`config.mk`:
```
export PLATFORM = sky130hd
export DESIGN_NAME = lpw_wake_ctrl
export DESIGN_NICKNAME = d
export VERILOG_FILES = /design/src/rtl/lpw_pkg.sv /design/src/rtl/lpw_pin_filter.sv /design/src/rtl/lpw_src_gate.sv /design/src/rtl/lpw_flag_bank.sv /design/src/rtl/lpw_wake_ctrl.sv
export SDC_FILE = /design/constraint.sdc
export NUM_CORES = 1
export LEC_CHECK = 0
export BUFFER_PORTS_ARGS = -buffer_cell sky130_fd_sc_hd__buf_2
export CAP_MARGIN = 20
export CELL_PAD_IN_SITES_DETAIL_PLACEMENT = 1
export CELL_PAD_IN_SITES_GLOBAL_PLACEMENT = 2
export CORE_UTILIZATION = 25
export DETAILED_ROUTE_END_ITERATION = 10
export PLACE_DENSITY_LB_ADDON = 0.25
export SLEW_MARGIN = 20
export SYNTH_ARGS = -nofsm -noshare
export SYNTH_HDL_FRONTEND = slang
export SYNTH_SLANG_ARGS = --single-unit
```
`constraint.sdc`:
```
create_clock -name clk -period 1.46 [get_ports clk]
set_input_delay 0.146 -clock clk [delete_from_list [all_inputs] [get_ports clk]]
set_output_delay 0.146 -clock clk [all_outputs]
set_load 0.005 [all_outputs]
```
`src/rtl/lpw_pkg.sv`:
```
package lpw_pkg;
   typedef enum logic [1:0] {
      LPW_NORMAL = 2'b00,
      LPW_NREQ   = 2'b01,
      LPW_STOP   = 2'b10,
      LPW_SLEEP  = 2'b11
   } lpw_mode_e;

   localparam int LPW_NSRC   = 5;
   localparam int LPW_SRC_CS = 3;
endpackage

```
`src/rtl/lpw_pin_filter.sv`:
```
module lpw_pin_filter #(
   parameter int FILT_CYC = 16
) (
   input  logic clk,
   input  logic rst_n,
   input  logic run,
   input  logic pin_n,
   output logic fire
);
   localparam int CNT_W = $clog2(FILT_CYC);
   localparam logic [CNT_W-1:0] LAST = CNT_W'(FILT_CYC - 1);

   logic [CNT_W-1:0] cnt_q;

   generate
      if (FILT_CYC < 2) begin : g_bad
         $error("lpw_pin_filter: FILT_CYC must be at least 2");
      end
   endgenerate

   always_ff @(posedge clk or negedge rst_n) begin
      if (!rst_n)
         cnt_q <= '0;
      else if (!run || pin_n)
         cnt_q <= '0;
      else if (cnt_q != LAST)
         cnt_q <= cnt_q + 1'b1;
   end

   assign fire = run && !pin_n && (cnt_q == LAST);
endmodule

```
`src/rtl/lpw_src_gate.sv`:
```
module lpw_src_gate #(
   parameter int               NSRC       = 5,
   parameter logic [NSRC-1:0]  STOP_MASK  = '1,
   parameter logic [NSRC-1:0]  SLEEP_MASK = '1
) (
   input  logic [1:0]      cur_mode,
   input  logic            armed,
   input  logic [NSRC-1:0] evt,
   input  logic [NSRC-1:0] en,
   output logic [NSRC-1:0] hit
);
   import lpw_pkg::*;

   logic in_stop, in_sleep;
   assign in_stop  = (cur_mode == LPW_STOP);
   assign in_sleep = (cur_mode == LPW_SLEEP);

   generate
      for (genvar i = 0; i < NSRC; i++) begin : g_src
         if (STOP_MASK[i] && SLEEP_MASK[i]) begin : g_both
            assign hit[i] = armed & evt[i] & en[i] & (in_stop | in_sleep);
         end else if (STOP_MASK[i]) begin : g_stop
            assign hit[i] = armed & evt[i] & en[i] & in_stop;
         end else if (SLEEP_MASK[i]) begin : g_sleep
            assign hit[i] = armed & evt[i] & en[i] & in_sleep;
         end else begin : g_none
            assign hit[i] = 1'b0;
         end
      end
   endgenerate
endmodule

```
`src/rtl/lpw_flag_bank.sv`:
```
module lpw_flag_bank #(
   parameter int NSRC = 5
) (
   input  logic            clk,
   input  logic            rst_n,
   input  logic [NSRC-1:0] set,
   input  logic            clr,
   output logic [NSRC-1:0] flags
);
   always_ff @(posedge clk or negedge rst_n) begin
      if (!rst_n)
         flags <= '0;
      else
         flags <= (clr ? '0 : flags) | set;
   end
endmodule

```
`src/rtl/lpw_wake_ctrl.sv`:
```
module lpw_wake_ctrl #(
   parameter int              FILT_CYC   = 16,
   parameter int              NSRC       = lpw_pkg::LPW_NSRC,
   parameter logic [NSRC-1:0] STOP_MASK  = '1,
   parameter logic [NSRC-1:0] SLEEP_MASK = ~(NSRC'(1) << lpw_pkg::LPW_SRC_CS)
) (
   input  logic            clk,
   input  logic            rst_n,
   input  logic [1:0]      cur_mode,
   input  logic            wd_active,
   input  logic [NSRC-1:0] wake_src,
   input  logic [NSRC-1:0] wake_en,
   input  logic            rst_pin_n,
   input  logic            flag_clr,
   output logic            wake_go,
   output logic [1:0]      wake_mode,
   output logic            wake_irq,
   output logic [NSRC-1:0] wake_flags
);
   import lpw_pkg::*;

   generate
      if (NSRC < 1 || NSRC > 16) begin : g_bad_nsrc
         $error("lpw_wake_ctrl: NSRC out of range");
      end
   endgenerate

   logic            armed_q;
   logic [NSRC-1:0] hit;
   logic            any_hit;
   logic            pin_fire;
   logic            lp_mode;

   assign lp_mode = cur_mode[1];

   lpw_src_gate #(
      .NSRC      (NSRC),
      .STOP_MASK (STOP_MASK),
      .SLEEP_MASK(SLEEP_MASK)
   ) u_gate (
      .cur_mode(cur_mode),
      .armed   (armed_q),
      .evt     (wake_src),
      .en      (wake_en),
      .hit     (hit)
   );

   lpw_pin_filter #(
      .FILT_CYC(FILT_CYC)
   ) u_filt (
      .clk  (clk),
      .rst_n(rst_n),
      .run  (armed_q && (cur_mode == LPW_STOP)),
      .pin_n(rst_pin_n),
      .fire (pin_fire)
   );

   lpw_flag_bank #(
      .NSRC(NSRC)
   ) u_flags (
      .clk  (clk),
      .rst_n(rst_n),
      .set  (hit),
      .clr  (flag_clr),
      .flags(wake_flags)
   );

   assign any_hit = |hit;

   always_ff @(posedge clk or negedge rst_n) begin
      if (!rst_n) begin
         armed_q   <= 1'b1;
         wake_go   <= 1'b0;
         wake_irq  <= 1'b0;
         wake_mode <= LPW_NREQ;
      end else begin
         wake_go  <= any_hit | pin_fire;
         wake_irq <= any_hit;
         if (pin_fire)
            wake_mode <= wd_active ? LPW_NREQ : LPW_NORMAL;
         else if (any_hit)
            wake_mode <= LPW_NREQ;
         if (!lp_mode)
            armed_q <= 1'b1;
         else if (any_hit | pin_fire)
            armed_q <= 1'b0;
      end
   end
endmodule

```
# [After elaboration in Yosys (flattened, before gate mapping)]
# Index checks and enable logic that the tools add are counted.
[totals] in_bits=17 elab_cells=47 romBits=0 mem_bits_rw=0 regBits=14 n_memories=0 latchBits=0 output_inout_bits=9
[classes] multipliers=0 n_bitwise=18 n_div=0 n_addsub=1 eq_ne=5 magnitude_cmp=0 shift=0 muxes=8 n_reduce_logical=9
[ops] op="1-bit bitwise AND" n=15
[ops] op="4-bit two-way mux" n=2
[ops] op="5-bit two-way mux" n=1
[ops] op="5-bit bitwise OR" n=1
[ops] op="5-bit OR reduction" n=1
[ops] op="4-bit by 1-bit adder with 4-bit output, second input constant" n=1
[ops] op="2-bit equality test, second input constant" n=2
[ops] op="4-bit equality test, second input constant" n=1
[ops] op="2-bit two-way mux" n=2
[ops] op="4-bit inequality test, second input constant" n=1
[ops] op="2-bit nonzero test" n=2
[ops] op="1-bit logical AND" n=3
[ops] op="1-bit two-way mux" n=3
[ops] op="1-bit logical NOT" n=2
[ops] op="2-bit by 1-bit inequality test with 1-bit output, second input constant" n=1
[ops] op="1-bit bitwise OR" n=2
[ops] op="1-bit logical OR" n=1

# [Logic depth before layout (Yosys ltp)]
# Gate-level depths: netlist of the first run.
[depth] word_depth=7 mapped_depth=4 depth_no_buf=4

# [By module]
# A second synthesis of the first run with hierarchy kept.
[hier_totals] cells_unflattened=55 hier_area_um2=614.3
[modules_own_cells] module="lpw_pin_filter" n_inst=1 seq_area_each_um2=100.1 area_each_um2=227.7 cells_per_inst=21
[modules_own_cells] module="lpw_wake_ctrl" n_inst=1 seq_area_each_um2=102.6 area_each_um2=176.4 cells_per_inst=16
[modules_own_cells] module="lpw_flag_bank" n_inst=1 seq_area_each_um2=125.1 area_each_um2=166.4 cells_per_inst=11
[modules_own_cells] module="lpw_src_gate" n_inst=1 seq_area_each_um2=0.0 area_each_um2=43.8 cells_per_inst=7

# [Worst setup path before layout of the first run]
# OpenSTA, ideal clock, no wires.
[synth_timing] path_kind="reg-to-reg" start="register u_filt.cnt_q[0]" end="register armed_q" path_buffers=0 t_required_ns=1.381 setup_time_ns=0.079 path_stages_with_launch=5 path_slack_ns=0.164 arrival_time_ns=1.217 period_less_slack_ns=1.296 cell_sequence="dfrtp_1 > ha_1 > nand3_1 > or2_1 > a41o_1"
[synth_between] elab_chain_len=4
[synth_rtl] item="start: declaration" line_no="lpw_pin_filter.sv:13" rtl="logic [CNT_W-1:0] cnt_q;"
[synth_rtl] item="start signal: assignment" line_no="lpw_pin_filter.sv:27" rtl="cnt_q <= cnt_q + 1'b1;"
[synth_rtl] item="4-bit equality test" line_no="lpw_pin_filter.sv:30" rtl="assign fire = run && !pin_n && (cnt_q == LAST);"
[synth_rtl] item="1-bit logical AND" line_no="lpw_pin_filter.sv:30"
[synth_rtl] item="1-bit bitwise OR" line_no="lpw_wake_ctrl.sv:85" rtl="else if (any_hit | pin_fire)"
[synth_rtl] item="2-bit by 1-bit inequality test with 1-bit output (no source line)"
[synth_rtl] item="end signal: assignment" line_no="lpw_wake_ctrl.sv:72" rtl="armed_q <= 1'b1;"
[synth_rtl] item="end signal: assignment" line_no="lpw_wake_ctrl.sv:84" rtl="armed_q <= 1'b1;"
[synth_rtl] item="end signal: assignment" line_no="lpw_wake_ctrl.sv:86" rtl="armed_q <= 1'b0;"
[synth_rtl] item="end: declaration" line_no="lpw_wake_ctrl.sv:28" rtl="logic armed_q;"
# No other way between the ends.
# A chain may end at the register's enable or synchronous reset.

# [Worst setup path after layout of the first run]
[layout_timing] start="register armed_q" end="register armed_q"
[layout_between] elab_chain_len=6 elab_cells_between_ends=21 cone_classes="eq/ne: 1; bitwise: 16; reduce/logical: 4"
[layout_rtl] item="1-bit bitwise AND (on tied branches) (3 in a row)" line_no="lpw_src_gate.sv:21, lpw_src_gate.sv:23"
[layout_rtl] item="5-bit OR reduction" line_no="lpw_wake_ctrl.sv:68" rtl="assign any_hit = |hit;"
[layout_rtl] item="1-bit bitwise OR *" line_no="lpw_wake_ctrl.sv:85"
[layout_rtl] item="2-bit by 1-bit inequality test with 1-bit output (no source line) *"
# Mark *: on every way between the ends. The rest lies on a longest branch, timed or not.

==> results of run 1 <==
[area by class of cell]
cell class,count,share of cell area [%]
clock buffers,4,3.37
flip-flops and latches,13,42.1
repair buffers,27,18.6
inverters,7,3.37
well taps,28,4.49
multi-input cells,35,28.1
[layout by cell type (no fill, tap or decap)]
| cell | synthesis | layout |
|---|---|---|
| buf_2 | 0 | 24 |
| dfrtp_1 | 11 | 11 |
| inv_1 | 7 | 7 |
| nand2_1 | 7 | 7 |
| o22ai_1 | 4 | 4 |
| nor2_1 | 4 | 4 |
| nand3_1 | 3 | 3 |
| nor3_1 | 3 | 3 |
| clkbuf_4 | 0 | 3 |
| a41o_1 | 2 | 2 |
| dfstp_2 | 2 | 2 |
| buf_4 | 1 | 2 |
| nand2_2 | 1 | 1 |
| or3_4 | 1 | 1 |
| o21ai_0 | 1 | 1 |
| nand4bb_2 | 1 | 1 |
| or2_1 | 1 | 1 |
| a41oi_1 | 1 | 1 |
| mux2i_1 | 1 | 1 |
| a31oi_1 | 1 | 1 |
| nor3b_1 | 1 | 1 |
| xnor2_1 | 1 | 1 |
| ha_1 | 1 | 1 |
| conb_1 | 1 | 1 |
| clkbuf_1 | 0 | 1 |
| dlygate4sd3_1 | 0 | 1 |
[cells by family (layout without fill, tap and decap cells)]
logic type | Yosys count | count (layout) | share of synthesized area, %
AOI/OAI and AO/OA | 9 | 9 | 11.2
buffers and inverters | 8 | 38 | 5.82
other | 1 | 1 | 0.646
adders and majority gates | 1 | 1 | 2.15
xor gates and xnor gates | 1 | 1 | 1.51
and+or+nand+nor | 22 | 22 | 20.5
muxes | 1 | 1 | 1.72
DFF | 13 | 13 | 56.5
[worst paths after layout]
check / startpoint / endpoint / slack [ns] / depth (start not counted)
setup / recovery: armed_q / armed_q / 0.11 / 3
hold / removal: flag_clr / u_flags.flags[3] / 0.12 / 2
setup reg to reg: armed_q / armed_q / 0.11 / 3
hold reg to reg: wake_mode[0] / wake_mode[0] / 0.50 / 2
max in group asynchronous: rst_n / wake_mode[0] / 0.88 / 2
min in group asynchronous: rst_n / u_flags.flags[0] / 0.29 / 2
[registers in the layout, indices dropped and copies added (netlist names)]
register / cells
wake_mode: 1
u_filt.cnt_q: 4
wake_go: 1
armed_q: 1
u_flags.flags: 5
wake_irq: 1
[metrics by stage]
| step | instances | hold WS [ns] | area, µm² |
|---|---|---|---|
| floorplan | 56 | -0.150 | 581 |
| global placement | 109 | 0.0541 | 743 |
| detailed placement | 109 | 0.0534 | 743 |
| CTS | 114 | 0.112 | 779 |
| global route | 114 | 0.111 | 779 |
| finish | 114 | 0.117 | 779 |
[metal layers]
layer / wire (µm) / up-vias
li1: - / 252
met1: 667 / 215
met2: 542 / 13
met3: 64 / 0
met4: 0 / 0
met5: 0 / -
[Yosys cell counts (2+ instances only)]
library cell / instances / area share, %
nand2_1: 7 / 4.5
inv_1: 7 / 4.5
o22ai_1: 4 / 4.3
dfrtp_1: 11 / 47
nor3_1: 3 / 2.6
a41o_1: 2 / 3.4
nand3_1: 3 / 2.6
nor2_1: 4 / 2.6
dfstp_2: 2 / 9.1
[timing repair]
action                                  CTS  global route
endpoints found under the setup margin    0             0
hold endpoints to repair                 11             0
hold buffers                              1             0
[power by group through the flow]
stage	logic (mW)	registers (mW)	clock network [mW]
floorplan	0.0378	0.403	0
global placement	0.0966	0.399	0
detailed placement	0.0965	0.401	0
finish	0.0965	0.393	0.220
global route	0.110	0.396	0.245
CTS	0.0988	0.394	0.230
[critical path, delay by kind of cell (launching register included)]
family / cells / cell delay (ns)
AOI/OAI and AO/OA: 1 / 0.22
DFF: 1 / 0.56
and+or+nand+nor: 2 / 0.50
==> summary.txt, run 1 <==
Critical path
  • Critical path launch point type: flop
  • CP max FO: 6
  • Crit path capture type: flop
  • Worst path required time: roughly 1.7 ns
  • CP max stage delay: 0.56 ns
  • Slowest cell on the critical path: dfstp_2
  • Arrival @ worst endpoint: 1.56 ns
  • Crit path cell chain: nand2_2, or3_4, a41o_1
  • Critical path type: reg -> reg

Global routing
  • Initial antenna violation count: 0
  • First-pass GRT wire length: roughly 2.3 mm
  • Largest net degree at the start of global routing: 14
  • Met3 GRT Util: 2.73%
  • Busiest grt layer: met2
  • GR Util All Layers: 12.1%
  • Met2 Use GR: 17.8%
  • Grt total ovfl: 0
  • GR Layer Usage met1: between 10% and 20%
  • Vias in the first global route: 510

Clock network
  • CTS tree: yes
  • Clk Latency, worst-skew pair: between 0.2 and 0.3 ns
  • Post-cts resize count: 0
  • Clock root buffer: clkbuf_4
  • CTS buffer count: 3
  • H-tree levels: 1
  • Clock tree buffer depth: 2
  • Sink Count: 13
  • Post-CTS setup buffers: 0
  • Worst-path clk slew: around 0.080 ns

Routing
  • Initial drt markers: 3
  • WL/cell: 11.2 µm
  • Drt via density: between 4 and 5
  • Final wirelength: around 1.3 mm
  • DR vias: 480
  • Routed Antenna Nets: 0
  • Drt first pass iters: 2
  • DRC: 0

STA
  • Fin crit share: between 90% and 100%
  • Fin. Hold Viols: 0
  • Final clock skew: ~0.0065 ns
  • Setup TNS: 0 ns
  • FMAX: 0.739 GHz
  • RSZ-0062 raised after global routing: false
  • Pins over their slew limit: 0
  • Setup ws final: 0.106 ns
  • Final setup vio count: 0
  • Min Tclk post-route: between 1 and 1.5 ns

Pwr
  • P per Cell Area: approximately 910 nW/µm²
  • Clk pwr share: between 30% and 40%
  • Final total power: about 0.71 mW
  • Seq pwr share: a little under three fifths
  • Leak Pwr: about 0.40 nW
  • Combinational power share: ~14%
  • Sw frac: between 20 and 25%
  • Max VDD drop: approximately 0.00038 V
  • Internal Power: 0.537 mW
  • Sw power: ~0.17 mW

Synthesis
  • Cells after Synth: 56
  • Flops & latches, synth: 13
  • Net Count, Synth: 74
  • FFs w/ async S/R, synth: 100%
  • Syn Area/Cell: about 10 µm²
  • Syn. warnings: 0
  • Top_reg_cell synth: dfrtp_1
  • Cell area after synthesis: 581 µm²
  • Register area share after synthesis: between 50% and 60%
  • Netlist cell types: 22
  • Post-synth EDFFs: 0

Placement
  • Placed wire-length estimate: 1.05 mm
  • PortBufs: 24
  • Setup WS pre-CTS: 0.114 ns
  • Gpl congestion: 0.702

Layout
  • # fillers: 261
  • Share of the core filled with cells: approximately 36%
  • Layout area overhead: 34.3%
  • Final Net Count: roughly 110
  • Share of layout cells above drive strength 1: ~40%
  • Area of the multi-input gates: 219 µm²
  • Register Area: 328 µm²
  • Number of diodes: 0

Job
  • Maxcap violations: 0

Floorplan
  • Die X: roughly 50 µm
  • Io pins: 26
  • Die area: 2520 µm²
  • Die Y: 50.2 µm
  • Initial Util: between 20% and 30%
  • Rows: 17
  • Total core area: between 2000 and 2500 µm²

Status
  • Status: completed

Hold path
  • Hold crit path type: in -> reg
Power figures use the tool's default switching activity.
==> run 2, diff against run 1 <==
==> constraint.sdc (replaced) <==
create_clock -name clk -period 1.25 [get_ports clk]
set_input_delay 0.125 -clock clk [delete_from_list [all_inputs] [get_ports clk]]
set_output_delay 0.125 -clock clk [all_outputs]
set_load 0.005 [all_outputs]
==> run 2 against run 1 <==
Compared with the run above: the flow now finishes with violations (setup timing); highest routed layer is now met4; worst setup slack worse by 0.12 ns; clock skew is essentially flat; clock power rose by 19%; die area did not move; sequential cell count is the same; largest power group unchanged; sequential share of layout area is 3.8 points lower.
==> summary.txt, run 2 (synthesized netlist as in run 1, its figures left out) <==
Placement
  • Setup WS pre-CTS: -0.0719 ns
  • Placed wire-length estimate: 1.16 mm
  • Placed Cells: 113
  • PortBufs: 24
  • Gpl congestion: slightly above 0.7
  • Placed Area: 783 µm²

Pwr
  • P per Cell Area: 1000 nW/µm²
  • Max VDD drop: approximately 0.00036 V
  • Final total power: ~0.86 mW
  • Leak Pwr: 0.444 nW

STA
  • Min Tclk post-route: 1.27 ns
  • Setup TNS: -0.0177 ns
  • Fin crit share: 101%
  • Fin. Hold Viols: 0
  • FMAX: slightly below 0.8 GHz
  • Setup ws final: -0.0177 ns
  • Final clock skew: between 0.006 and 0.007 ns
  • Pins over their slew limit: 0
  • RSZ-0062 raised after global routing: true
  • Final setup vio count: 1

Hold path
  • Hold Path End: u_flags.flags[3]
  • Worst Hold Path Cells: 2
  • Hold crit path type: in -> reg
  • Min-delay src: flag_clr

Layout
  • Share of layout cells above drive strength 1: 47.8%
  • Most common cell after layout, fill and taps aside: buf_2
  • Number of diodes: 0
  • Design area: 857 µm²
  • Non-filler cells in the finished layout: 120
  • Top Registers: u_flags.flags x5, u_filt.cnt_q x4
  • Area of the multi-input gates: around 250 µm²
  • Register Area: 328 µm²
  • Commonest non-fill, non-tap cells in the layout: buf_2 (24), dfrtp_1 (11), buf_4 (8)
  • # fillers: ~260
  • Layout area overhead: 47.6%
  • Final Net Count: approximately 110
  • Biggest register: u_flags.flags
  • Number of flip-flops in the largest register: 5

Routing
  • WL/cell: 12.1 µm
  • Drt first pass iters: 2
  • DRC: 0
  • Drt via density: approximately 4.6
  • DR vias: between 500 and 600
  • Routed Antenna Nets: 0
  • Initial drt markers: 3
  • Final wirelength: roughly 1.4 mm

Critical path
  • Reg2reg path depth: 3
  • Arrival @ worst endpoint: around 1.5 ns
  • Worst path required time: 1.46 ns
  • Worst R2R Start: armed_q
  • CP max FO: 5
  • FF-to-FF setup slack: -0.02 ns
  • Worst R2R End: armed_q
  • Crit path capture type: flop
  • Critical path type: reg -> reg
  • Critical path launch point type: flop

Global routing
  • Largest net degree at the start of global routing: 14
  • GR Util All Layers: between 10% and 20%
  • Vias in the first global route: ~620
  • First-pass GRT wire length: 2.75 mm
  • Initial antenna violation count: 0
  • Grt total ovfl: 0

Clock network
  • Sink Count: 13
  • Clk Latency, worst-skew pair: 0.27 ns
  • Worst-path clk slew: approximately 0.09 ns
  • H-tree levels: 1
  • Clock root buffer: clkbuf_4
  • Clock tree buffer depth: 2
  • CTS buffer count: 3
  • CTS tree: yes

Floorplan
  • Io pins: 26
  • Die Y: about 50 µm
  • Die area: ~2500 µm²
  • Total core area: 2190 µm²
  • Rows: 17
  • Die X: approximately 50 µm
  • Initial Util: 26.5%

Status
  • Status: finished, violations left
  • Failing checks: setup timing

Job
  • Maxcap violations: 0
-- run 2: area by class of cell --
| type | instances | area share [%] |
|---|---|---|
| Timing Repair Buffer | 33 | 22.2 |
| Clock buffer | 3 | 2.63 |
| Clock inverter | 1 | 0.584 |
| Sequential cell | 13 | 38.2 |
| Tap cell | 28 | 4.09 |
| Inverter | 7 | 3.07 |
| Multi-Input combinational cell | 35 | 29.2 |
-- run 2: worst max path at each step --
stage,from,endpoint,slack [ns],cells past startpoint
floorplan,armed_q,armed_q,-0.03,3
global placement,armed_q,wake_mode[0],-0.03,3
detailed placement,armed_q,wake_mode[0],-0.07,3
CTS,armed_q,armed_q,-0.05,3
global route,armed_q,armed_q,-0.06,3
finish,armed_q,armed_q,-0.02,3
-- run 2: per-layer routing --
metal / vias to the layer above / GRT usage [%] / share of wire [%] / wire, µm
met5: - / 0 / 0 / 0
met2: 14 / 25.1 / 50 / 724
met4: 0 / 7.14 / 0.97 / 14
met3: 2 / 2.42 / 4.8 / 70
met1: 272 / 17.6 / 44 / 638
li1: 264 / - / - / -
-- run 2: power breakdown --
| part | switching (mW) | internal, mW |
|---|---|---|
| logic | 0.0629 | 0.0724 |
| registers | 0.0135 | 0.447 |
| clock network | 0.143 | 0.118 |
-- run 2: timing repair --
action | 4_1_cts | 5_1_grt
endpoints found under the setup margin | 2 | 3
hold endpoints to repair | 12 | 0
setup buffers | 1 | 1
hold buffers | 1 | 0
pin swaps | 2 | 3
resized for setup | 2 | 1
-- run 2: critical path, cell delays in order, from the launching register on --
cell     delay, ns
dfstp_2       0.59
nand2_4       0.06
or3_4         0.36
a41o_1        0.19
-- run 2: per-stage QoR --
step                hold slack, ns  utilization, %
global placement            0.0320            35.8
global route                0.0921            39.1
finish                      0.0948            39.1
floorplan                   -0.171               -
CTS                         0.0843            38.3
detailed placement          0.0372            35.8
